[config.mk]
export PLATFORM = sky130hd
export DESIGN_NAME = dma_chan_regs
export DESIGN_NICKNAME = d
export VERILOG_FILES = /design/src/rtl/dma_regs_pkg.sv /design/src/rtl/dma_addr_decode.sv /design/src/rtl/dma_ctrl_flags.sv /design/src/rtl/dma_ptr_bank.sv /design/src/rtl/dma_chan_regs.sv
export SDC_FILE = /design/constraint.sdc
export NUM_CORES = 1
export LEC_CHECK = 0
export BUFFER_PORTS_ARGS = -buffer_cell sky130_fd_sc_hd__buf_2
export CORE_MARGIN = 3
export CORE_UTILIZATION = 48
export DETAILED_ROUTE_END_ITERATION = 8
export GPL_TIMING_DRIVEN = 0
export PLACE_DENSITY_LB_ADDON = 0.1
export SETUP_SLACK_MARGIN = 0.05
export SLEW_MARGIN = 20
export SYNTH_ARGS = -nofsm -noshare
export SYNTH_HDL_FRONTEND = slang
export SYNTH_SLANG_ARGS = --single-unit
[constraint.sdc]
create_clock -name clk -period 1.99 [get_ports clk]
set_clock_uncertainty 0.05 [all_clocks]
set_input_delay 0.398 -clock clk [delete_from_list [all_inputs] [get_ports clk]]
set_output_delay 0.398 -clock clk [all_outputs]
set_load 0.02 [all_outputs]
[src/rtl/dma_regs_pkg.sv]
package dma_regs_pkg;

    localparam int WORD_W    = 32;
    localparam int BANK_LEN  = 16;

    localparam int OFF_CTRL   = 0;
    localparam int OFF_STAT   = 1;
    localparam int OFF_CMD_HI = 2;
    localparam int OFF_CMD_LO = 3;
    localparam int OFF_INTSEL = 4;
    localparam int OFF_BRSEL  = 5;
    localparam int OFF_WAIT   = 6;
    localparam int OFF_XFER   = 7;
    localparam int OFF_DAT_HI = 8;
    localparam int OFF_DAT_LO = 9;
    localparam int OFF_RSVD   = 10;
    localparam int OFF_BRP_HI = 11;
    localparam int OFF_BRP_LO = 12;

    localparam int BIT_BRANCH = 8;
    localparam int BIT_ACTIVE = 10;
    localparam int BIT_DEAD   = 11;
    localparam int BIT_WAKE   = 12;
    localparam int BIT_FLUSH  = 13;
    localparam int BIT_PAUSE  = 14;
    localparam int BIT_RUN    = 15;

    typedef struct packed {
        logic       run;
        logic       pause;
        logic       flush_p;
        logic       wake_p;
        logic       active;
        logic       dead;
        logic       branch;
        logic [7:0] status;
    } ctrl_state_t;

    function automatic logic [WORD_W-1:0] bswap32(input logic [WORD_W-1:0] w);
        return {w[7:0], w[15:8], w[23:16], w[31:24]};
    endfunction

    function automatic logic is_storage(input int off);
        return (off >= OFF_CMD_HI && off <= OFF_DAT_LO) ||
               off == OFF_BRP_HI || off == OFF_BRP_LO;
    endfunction

    function automatic logic is_cmd_word(input int off);
        return off == OFF_CMD_HI || off == OFF_CMD_LO;
    endfunction

endpackage

[src/rtl/dma_addr_decode.sv]
module dma_addr_decode #(
    parameter int ADDR_W   = 12,
    parameter int WIN_BITS = 8,
    parameter int CHAN_ID  = 3,
    localparam int IDX_W   = WIN_BITS - 2,
    localparam int CH_W    = ADDR_W - WIN_BITS
) (
    input  logic [ADDR_W-1:0] addr,
    output logic              hit,
    output logic [IDX_W-1:0]  word_idx
);
    always_comb begin
        hit      = (addr[ADDR_W-1:WIN_BITS] == CH_W'(CHAN_ID));
        word_idx = addr[WIN_BITS-1:2];
    end
endmodule

[src/rtl/dma_ctrl_flags.sv]
module dma_ctrl_flags
    import dma_regs_pkg::*;
(
    input  logic        clk,
    input  logic        rst_n,
    input  logic        ctrl_wr,
    input  logic [31:0] wdata,
    input  logic        seq_active,
    input  logic        seq_dead,
    input  logic        seq_branch,
    input  logic [7:0]  seq_status,
    output logic        run_o,
    output logic        pause_o,
    output logic        flush_o,
    output logic        wake_o,
    output logic        active_o,
    output logic [15:0] flags_o
);
    ctrl_state_t st_d, st_q;
    logic [15:0] msk, val;

    always_comb begin
        msk = wdata[31:16];
        val = wdata[15:0];
        st_d         = st_q;
        st_d.flush_p = 1'b0;
        st_d.wake_p  = 1'b0;
        if (ctrl_wr) begin
            if (msk[BIT_RUN])   st_d.run   = val[BIT_RUN];
            if (msk[BIT_PAUSE]) st_d.pause = val[BIT_PAUSE];
            st_d.flush_p = msk[BIT_FLUSH] & val[BIT_FLUSH];
            st_d.wake_p  = msk[BIT_WAKE]  & val[BIT_WAKE];
        end
        st_d.active = seq_active & st_d.run;
        st_d.dead   = seq_dead;
        st_d.branch = seq_branch;
        st_d.status = seq_status;
    end

    always_ff @(posedge clk or negedge rst_n) begin
        if (!rst_n) st_q <= '0;
        else        st_q <= st_d;
    end

    always_comb begin
        flags_o             = '0;
        flags_o[7:0]        = st_q.status;
        flags_o[BIT_BRANCH] = st_q.branch;
        flags_o[BIT_ACTIVE] = st_q.active;
        flags_o[BIT_DEAD]   = st_q.dead;
        flags_o[BIT_PAUSE]  = st_q.pause;
        flags_o[BIT_RUN]    = st_q.run;
        run_o    = st_q.run;
        pause_o  = st_q.pause;
        flush_o  = st_q.flush_p;
        wake_o   = st_q.wake_p;
        active_o = st_q.active;
    end

    AST_MASK_HOLD: assert property (@(posedge clk) disable iff (!rst_n)
        (ctrl_wr && !wdata[16+BIT_PAUSE] && !wdata[16+BIT_RUN]) |=> ($stable(pause_o) && $stable(run_o)));
    AST_RUN_CLEAR_DROPS_ACTIVE: assert property (@(posedge clk) disable iff (!rst_n)
        (ctrl_wr && wdata[16+BIT_RUN] && !wdata[BIT_RUN]) |=> !active_o);
    AST_PULSE_FROM_WRITE: assert property (@(posedge clk) disable iff (!rst_n)
        (flush_o || wake_o) |-> $past(ctrl_wr));
    AST_SELF_CLEAR_BITS: assert property (@(posedge clk) disable iff (!rst_n)
        (flags_o[BIT_WAKE] == 1'b0) && (flags_o[BIT_FLUSH] == 1'b0));
endmodule

[src/rtl/dma_ptr_bank.sv]
module dma_ptr_bank
    import dma_regs_pkg::*;
#(
    parameter int N_WORDS = BANK_LEN,
    localparam int IW     = $clog2(N_WORDS)
) (
    input  logic                      clk,
    input  logic                      rst_n,
    input  logic                      wr_en,
    input  logic [IW-1:0]             wr_idx,
    input  logic [31:0]               wdata,
    input  logic                      lock_cmd,
    output logic [N_WORDS-1:0][31:0]  words_o
);
    for (genvar i = 0; i < N_WORDS; i++) begin : g_word
        if (is_storage(i)) begin : g_store
            logic [31:0] word_d, word_q;
            logic        take;

            always_comb begin
                take   = wr_en && (wr_idx == IW'(i)) && !(is_cmd_word(i) && lock_cmd);
                word_d = take ? wdata : word_q;
            end

            always_ff @(posedge clk or negedge rst_n) begin
                if (!rst_n) word_q <= '0;
                else        word_q <= word_d;
            end

            assign words_o[i] = word_q;

            if (is_cmd_word(i)) begin : g_lock_chk
                AST_CMD_LOCKED: assert property (@(posedge clk) disable iff (!rst_n)
                    lock_cmd |=> $stable(word_q));
            end
        end else begin : g_none
            assign words_o[i] = '0;
        end
    end
endmodule

[src/rtl/dma_chan_regs.sv]
module dma_chan_regs
    import dma_regs_pkg::*;
#(
    parameter int ADDR_W   = 12,
    parameter int WIN_BITS = 8,
    parameter int CHAN_ID  = 3,
    localparam int IDX_W   = WIN_BITS - 2,
    localparam int BIW     = $clog2(BANK_LEN)
) (
    input  logic              clk,
    input  logic              rst_n,
    input  logic              wr_en,
    input  logic [ADDR_W-1:0] addr,
    input  logic [31:0]       wr_data,
    output logic [31:0]       rd_data,
    input  logic              seq_active,
    input  logic              seq_dead,
    input  logic              seq_branch,
    input  logic [7:0]        seq_status,
    output logic              run_o,
    output logic              pause_o,
    output logic              flush_pulse,
    output logic              wake_pulse,
    output logic [63:0]       cmd_ptr,
    output logic [63:0]       data_ptr,
    output logic [63:0]       branch_ptr,
    output logic [31:0]       int_sel,
    output logic [31:0]       br_sel,
    output logic [31:0]       wait_sel,
    output logic [31:0]       xfer_mode
);
    logic                       hit;
    logic [IDX_W-1:0]           widx;
    logic [31:0]                wint;
    logic                       in_bank, ctrl_wr, bank_wr, active;
    logic [15:0]                flags;
    logic [BANK_LEN-1:0][31:0]  words;
    logic [31:0]                rd_int;

    dma_addr_decode #(.ADDR_W(ADDR_W), .WIN_BITS(WIN_BITS), .CHAN_ID(CHAN_ID)) i_dec (
        .addr(addr), .hit(hit), .word_idx(widx)
    );

    always_comb begin
        wint    = bswap32(wr_data);
        in_bank = (widx < IDX_W'(BANK_LEN));
        ctrl_wr = wr_en && hit && (widx == IDX_W'(OFF_CTRL));
        bank_wr = wr_en && hit && in_bank;
    end

    dma_ctrl_flags i_flags (
        .clk(clk), .rst_n(rst_n), .ctrl_wr(ctrl_wr), .wdata(wint),
        .seq_active(seq_active), .seq_dead(seq_dead), .seq_branch(seq_branch),
        .seq_status(seq_status), .run_o(run_o), .pause_o(pause_o),
        .flush_o(flush_pulse), .wake_o(wake_pulse), .active_o(active), .flags_o(flags)
    );

    dma_ptr_bank #(.N_WORDS(BANK_LEN)) i_bank (
        .clk(clk), .rst_n(rst_n), .wr_en(bank_wr), .wr_idx(widx[BIW-1:0]),
        .wdata(wint), .lock_cmd(active), .words_o(words)
    );

    always_comb begin
        rd_int = '0;
        if (hit) begin
            if (widx == IDX_W'(OFF_CTRL) || widx == IDX_W'(OFF_STAT))
                rd_int = {16'h0, flags};
            else if (in_bank)
                rd_int = words[widx[BIW-1:0]];
        end
        rd_data    = bswap32(rd_int);
        cmd_ptr    = {words[OFF_CMD_HI], words[OFF_CMD_LO]};
        data_ptr   = {words[OFF_DAT_HI], words[OFF_DAT_LO]};
        branch_ptr = {words[OFF_BRP_HI], words[OFF_BRP_LO]};
        int_sel    = words[OFF_INTSEL];
        br_sel     = words[OFF_BRSEL];
        wait_sel   = words[OFF_WAIT];
        xfer_mode  = words[OFF_XFER];
    end

    AST_MISS_READS_ZERO: assert property (@(posedge clk) disable iff (!rst_n)
        !hit |-> (rd_data == '0));
    AST_RSVD_READS_ZERO: assert property (@(posedge clk) disable iff (!rst_n)
        (hit && (widx == IDX_W'(OFF_RSVD) || widx > IDX_W'(OFF_BRP_LO))) |-> (rd_data == '0));
endmodule

# [After elaboration in Yosys (flattened, before gate mapping)]
# Cells that the tools add are included.
[op_classes] mux=8 n_reduce_logical=19 eq_ne=12 bitwise=3 order_cmp=2
[ops] op="$bmux 32 s4" n=1
[ops] op="$mux 32" n=4
[ops] op="$eq 4x3->1 const B" n=4
[ops] op="$eq 4x4->1 const B" n=4
[ops] op="$logic_and 1x1->1" n=15
[ops] op="$eq 4x2->1 const B" n=3
[ops] op="$eq 6x1->1 const B" n=1
[ops] op="$logic_not 6->1" n=1
[ops] op="$lt 6x5->1 const B" n=1
[ops] op="$lt 4x5->1 const B" n=1
[ops] op="$mux 4" n=1
[ops] op="$and 1x1->1" n=3
[ops] op="$mux 1" n=2
[ops] op="$reduce_and 2->1" n=1
[ops] op="$logic_not 1->1" n=1
[ops] op="$logic_or 1x1->1" n=1
[totals] in_bits=58 reg_bits=335

# [Longest topological paths before layout]
[logic_depth] depth_word=5 depth_mapped=7

# [Modules after synthesis]
# From an unflattened synthesis, not the netlist that was laid out.
[hier_totals] hier_cells=1395 area_unflattened_um2=18531.5
[by_module_without_submodules] mod="dma_ptr_bank" n_inst=1 cells_each=915 area_per_inst_um2=13569.3 seq_area_each_um2=8007.7
[by_module_without_submodules] mod="dma_chan_regs" n_inst=1 cells_each=442 area_per_inst_um2=4408.0 seq_area_each_um2=0.0
[by_module_without_submodules] mod="dma_ctrl_flags" n_inst=1 cells_each=31 area_per_inst_um2=496.7 seq_area_each_um2=375.4
[by_module_without_submodules] mod="dma_addr_decode" n_inst=1 cells_each=7 area_per_inst_um2=57.6 seq_area_each_um2=0.0

# [Least setup slack after synthesis]
# Ideal clock, no wire load.
[synth_path] path_kind="input port to output port" startpoint="input port addr[4]" endpoint="output port rd_data[15]" path_stages=7 path_slack_ns=-0.321 t_arrival_ns=1.863 t_required_ns=1.542 cell_sequence="buf_2 -> or3b_2 -> clkbuf_1 -> buf_2 -> o22ai_1 -> a211oi_1 -> a21oi_1"
[synth_via] elab_chain_cells=5
[synth_rtl] item="start, declared" line="dma_chan_regs.sv:13" rtl="input logic [ADDR_W-1:0] addr,"
[synth_rtl] item="$bmux 32 s4" line="dma_chan_regs.sv:69" rtl="rd_int = words[widx[BIW-1:0]];"
[synth_rtl] item="$mux 32 (implied by the code)" line="dma_chan_regs.sv:69"
[synth_rtl] item="$mux 32" line="dma_chan_regs.sv:68" rtl="else if (in_bank)"
[synth_rtl] item="$mux 32 (*)" line="dma_chan_regs.sv:66" rtl="if (widx == IDX_W'(OFF_CTRL) || widx == IDX_W'(OFF_STAT))"
[synth_rtl] item="$mux 32 (*)" line="dma_chan_regs.sv:65" rtl="if (hit) begin"
[synth_rtl] item="end, declared" line="dma_chan_regs.sv:15" rtl="output logic [31:0] rd_data,"
# Mark *: on every way between the ends. The rest lies on a longest branch, timed or not. The select of a mux whose other input is x is not followed.

# [Worst setup path after layout]
[layout_path] startpoint="input port addr[3]" endpoint="output port rd_data[8]"
# Same word-level chain as after synthesis.

==> metrics.csv <==
metric;value;unit
Layout fillers;2329;
Critical Path RT;1.54;ns
drt drc;0;
post-route cell area;22500;um^2
leading area contributor after synthesis;dfrtp_1;
Die X;187;um
Longest Clk Path Bufs;3;
NumNets Final;1737;
syn avg cell area;13.5;um^2
Seq pwr share;46.0;%
mapped cell area;15700;um^2
Final Hold Viols;0;
synth top area cells;dfrtp_1 (53%), mux2_2 (18%), mux2_4 (5.7%);
die area;34900;um^2
CTS buffer count;38;
initial core utilization;49.2;%
Ys Warns;0;
Seq/Total Area, Yosys;53.4;%
hpwl dp;39800;um
ys async rst share;100;%
predominant post-synthesis flop cell;dfrtp_1;
die height;187;um
FF+latch count, synth;335;
clock share of power;44.0;%
commonest cells after routing, fill and taps aside;buf_2 (376), dfrtp_1 (335), mux2_2 (247);
layout cells sized above 1;62.7;%
final antenna-violating net count;0;
GRT overflow;0;
switching component of the power;3790;uW
Syn-to-layout area delta;43.4;%
Avg WL per Cell;28.6;um
Total Wirelength;61000;um
Syn Nets;1224;
internal cell power;11500;uW
Core Area;31900;um^2
number of distinct library cells after synthesis;45;
Synth top area share;53.4;%
number of synthesized flops with an enable pin;0;
largest net degree at the start of global routing;76;
Worst setup SP type;input pin;
Worst Path Arrival;1.83;ns
Clock Root Buffer;clkbuf_16;
dpl ws;-1.02;ns
RD Place Congestion;0.834;
CTS tree;built;
Crit. Startpoint;addr[3];
reg-to-reg critical path startpoint;i_flags.active_o;
Worst Max-Slew Pin Slew;0.531;ns
Final setup viols;32;
vias in the first global route;13000;
CP endpoint kind;output port;
Vias;12400;
Tcrit/Tclk final;115;%
RSZ-0062 raised after global routing;yes;
initial antenna violation count;0;
Vias/cell;5.79;
normalized max-slew margin;64.6;%
commonest non-fill, non-tap cell in the layout;buf_2;
CP Max Fanout;10;
final worst slack;-0.293;ns
GRT Overall Usage;33.7;%
clk sink count;335;
H-tree depth;2;
max cap viols;0;
Pins Over Slew Limit;0;
cells after synthesis;1166;
PD cells;678;nW/um^2
leak pwr;0.0116;uW
Reg clk slew, reported paths;0.06;ns
failing checks;negative setup slack;
row count;65;
Min-Delay Path Class;in2reg;
Comb power frac;10.0;%
Clock Latency Late Sink;0.52;ns
switching share of power;24.8;%
maximum VDD drop;631;uV
critical path class;in2out;
hold path startpoint;wr_data[21];
status;finished, violations left;
placed inst area;18900;um^2
Boundary Pins;414;
FMAX;0.438;GHz
post-layout min period;2.28;ns
first-pass GRT wire length;87800;um
Antenna Cells;0;
drt first pass iters;7;
Port Buffers;386;
initial DRC count;810;
-- area by class of cell --
type	instances	area [um^2]	share of cell area [%]
flip-flops and latches	335	8380	37.3
multi-input cells	718	7930	35.2
repair buffers	475	3310	14.7
plain buffers	111	1170	5.19
clock buffers	58	1140	5.05
well taps	435	544	2.42
clock inverters	6	33.8	0.150
-- power groups by stage --
stage	sequential [uW]	clock, uW	combinational, uW
2_1_floorplan	7230	0	456
3_3_place_gp	7120	0	1090
3_5_place_dp	7120	0	1130
4_1_cts	7010	6760	1420
5_1_grt	7020	7070	1600
6_report	7010	6710	1530
-- critical path, cell delays in order --
cell and delay, ns:
buf_12 0.09, buf_12 0.15, buf_12 0.16, mux2_2 0.34
a22o_1 0.20, a211oi_2 0.25, a21oi_2 0.09, buf_6 0.14
-- flip-flops by register name, summed over array words and instances (netlist names) --
name and flops:
i_flags.active_o 1, i_flags.pause_o 1, i_flags.wake_o 1, i_flags.flags_o 10, i_flags.flush_o 1, i_flags.run_o 1
i_bank.g_word.g_store.word_q 320
-- cell usage after synthesis (2+ instances only) --
cell type	count
mux2_4	60
mux2_1	41
nor3b_1	2
a211oi_1	15
o211ai_1	11
a221oi_1	20
a22o_1	19
buf_6	7
a211o_1	4
and2_1	2
o21ai_0	4
nor2_1	41
nand2_1	51
dfrtp_1	335
and3_1	4
a21oi_1	18
buf_2	54
nor2b_1	18
nand2b_1	4
buf_1	24
nand3_2	2
nand4_1	3
a31oi_1	11
mux2i_1	77
mux2_2	256
and4bb_2	2
a21o_1	2
nand3_1	2
o221ai_1	2
a22oi_1	10
o22ai_1	22
clkbuf_1	27
nand3b_1	4
-- metrics by stage --
step,setup TNS (ns),cells,power [uW],hold WS [ns],utilization (%)
2_1_floorplan,-0.568,1166,7690,0.0524,-
3_3_place_gp,-2178.79,1987,8210,0.444,58.8
3_5_place_dp,-136.07,1991,8250,0.298,59.1
4_1_cts,-7.84,2117,15200,0.0622,68.5
5_1_grt,-9.24,2138,15700,0.0714,70.6
6_report,-8.02,2138,15300,0.0712,70.6
-- per-layer routing --
metal	part of all wire [%]	track usage [%]	up-vias
li1	-	-	5274
met2	47	54.7	566
met4	3.3	10.2	0
met3	8.0	8.28	111
met5	0	0	-
met1	41	45.1	6438
-- worst paths after layout --
path,endpoint,slack (ns),depth (start not counted)
max,rd_data[8],-0.29,8
min,i_bank.g_word[8].g_store.word_q[13],0.07,2
max reg2reg,i_bank.g_word[3].g_store.word_q[19],0.24,3
min reg2reg,i_bank.g_word[2].g_store.word_q[16],0.46,1
max in group asynchronous,i_bank.g_word[7].g_store.word_q[17],0.42,4
min in group asynchronous,i_bank.g_word[2].g_store.word_q[5],0.35,2
-- cell families after synthesis --
family                 count (synthesis)  synth area share [%]
buffers and inverters                113                  3.49
and+or+nand+nor                      145                  4.74
AOI/OAI and AO/OA                    139                  6.40
muxes                                434                  32.0
DFF                                  335                  53.4
-- timing repair --
item	in CTS	in global routing
hold buffers	11	0
cloned	13	5
endpoints found under the setup margin	51	37
endpoints found under the hold margin	62	0
buffers inserted	40	16
resized for setup	258	103
pin swaps	56	40
Power figures use the tool's default switching activity.
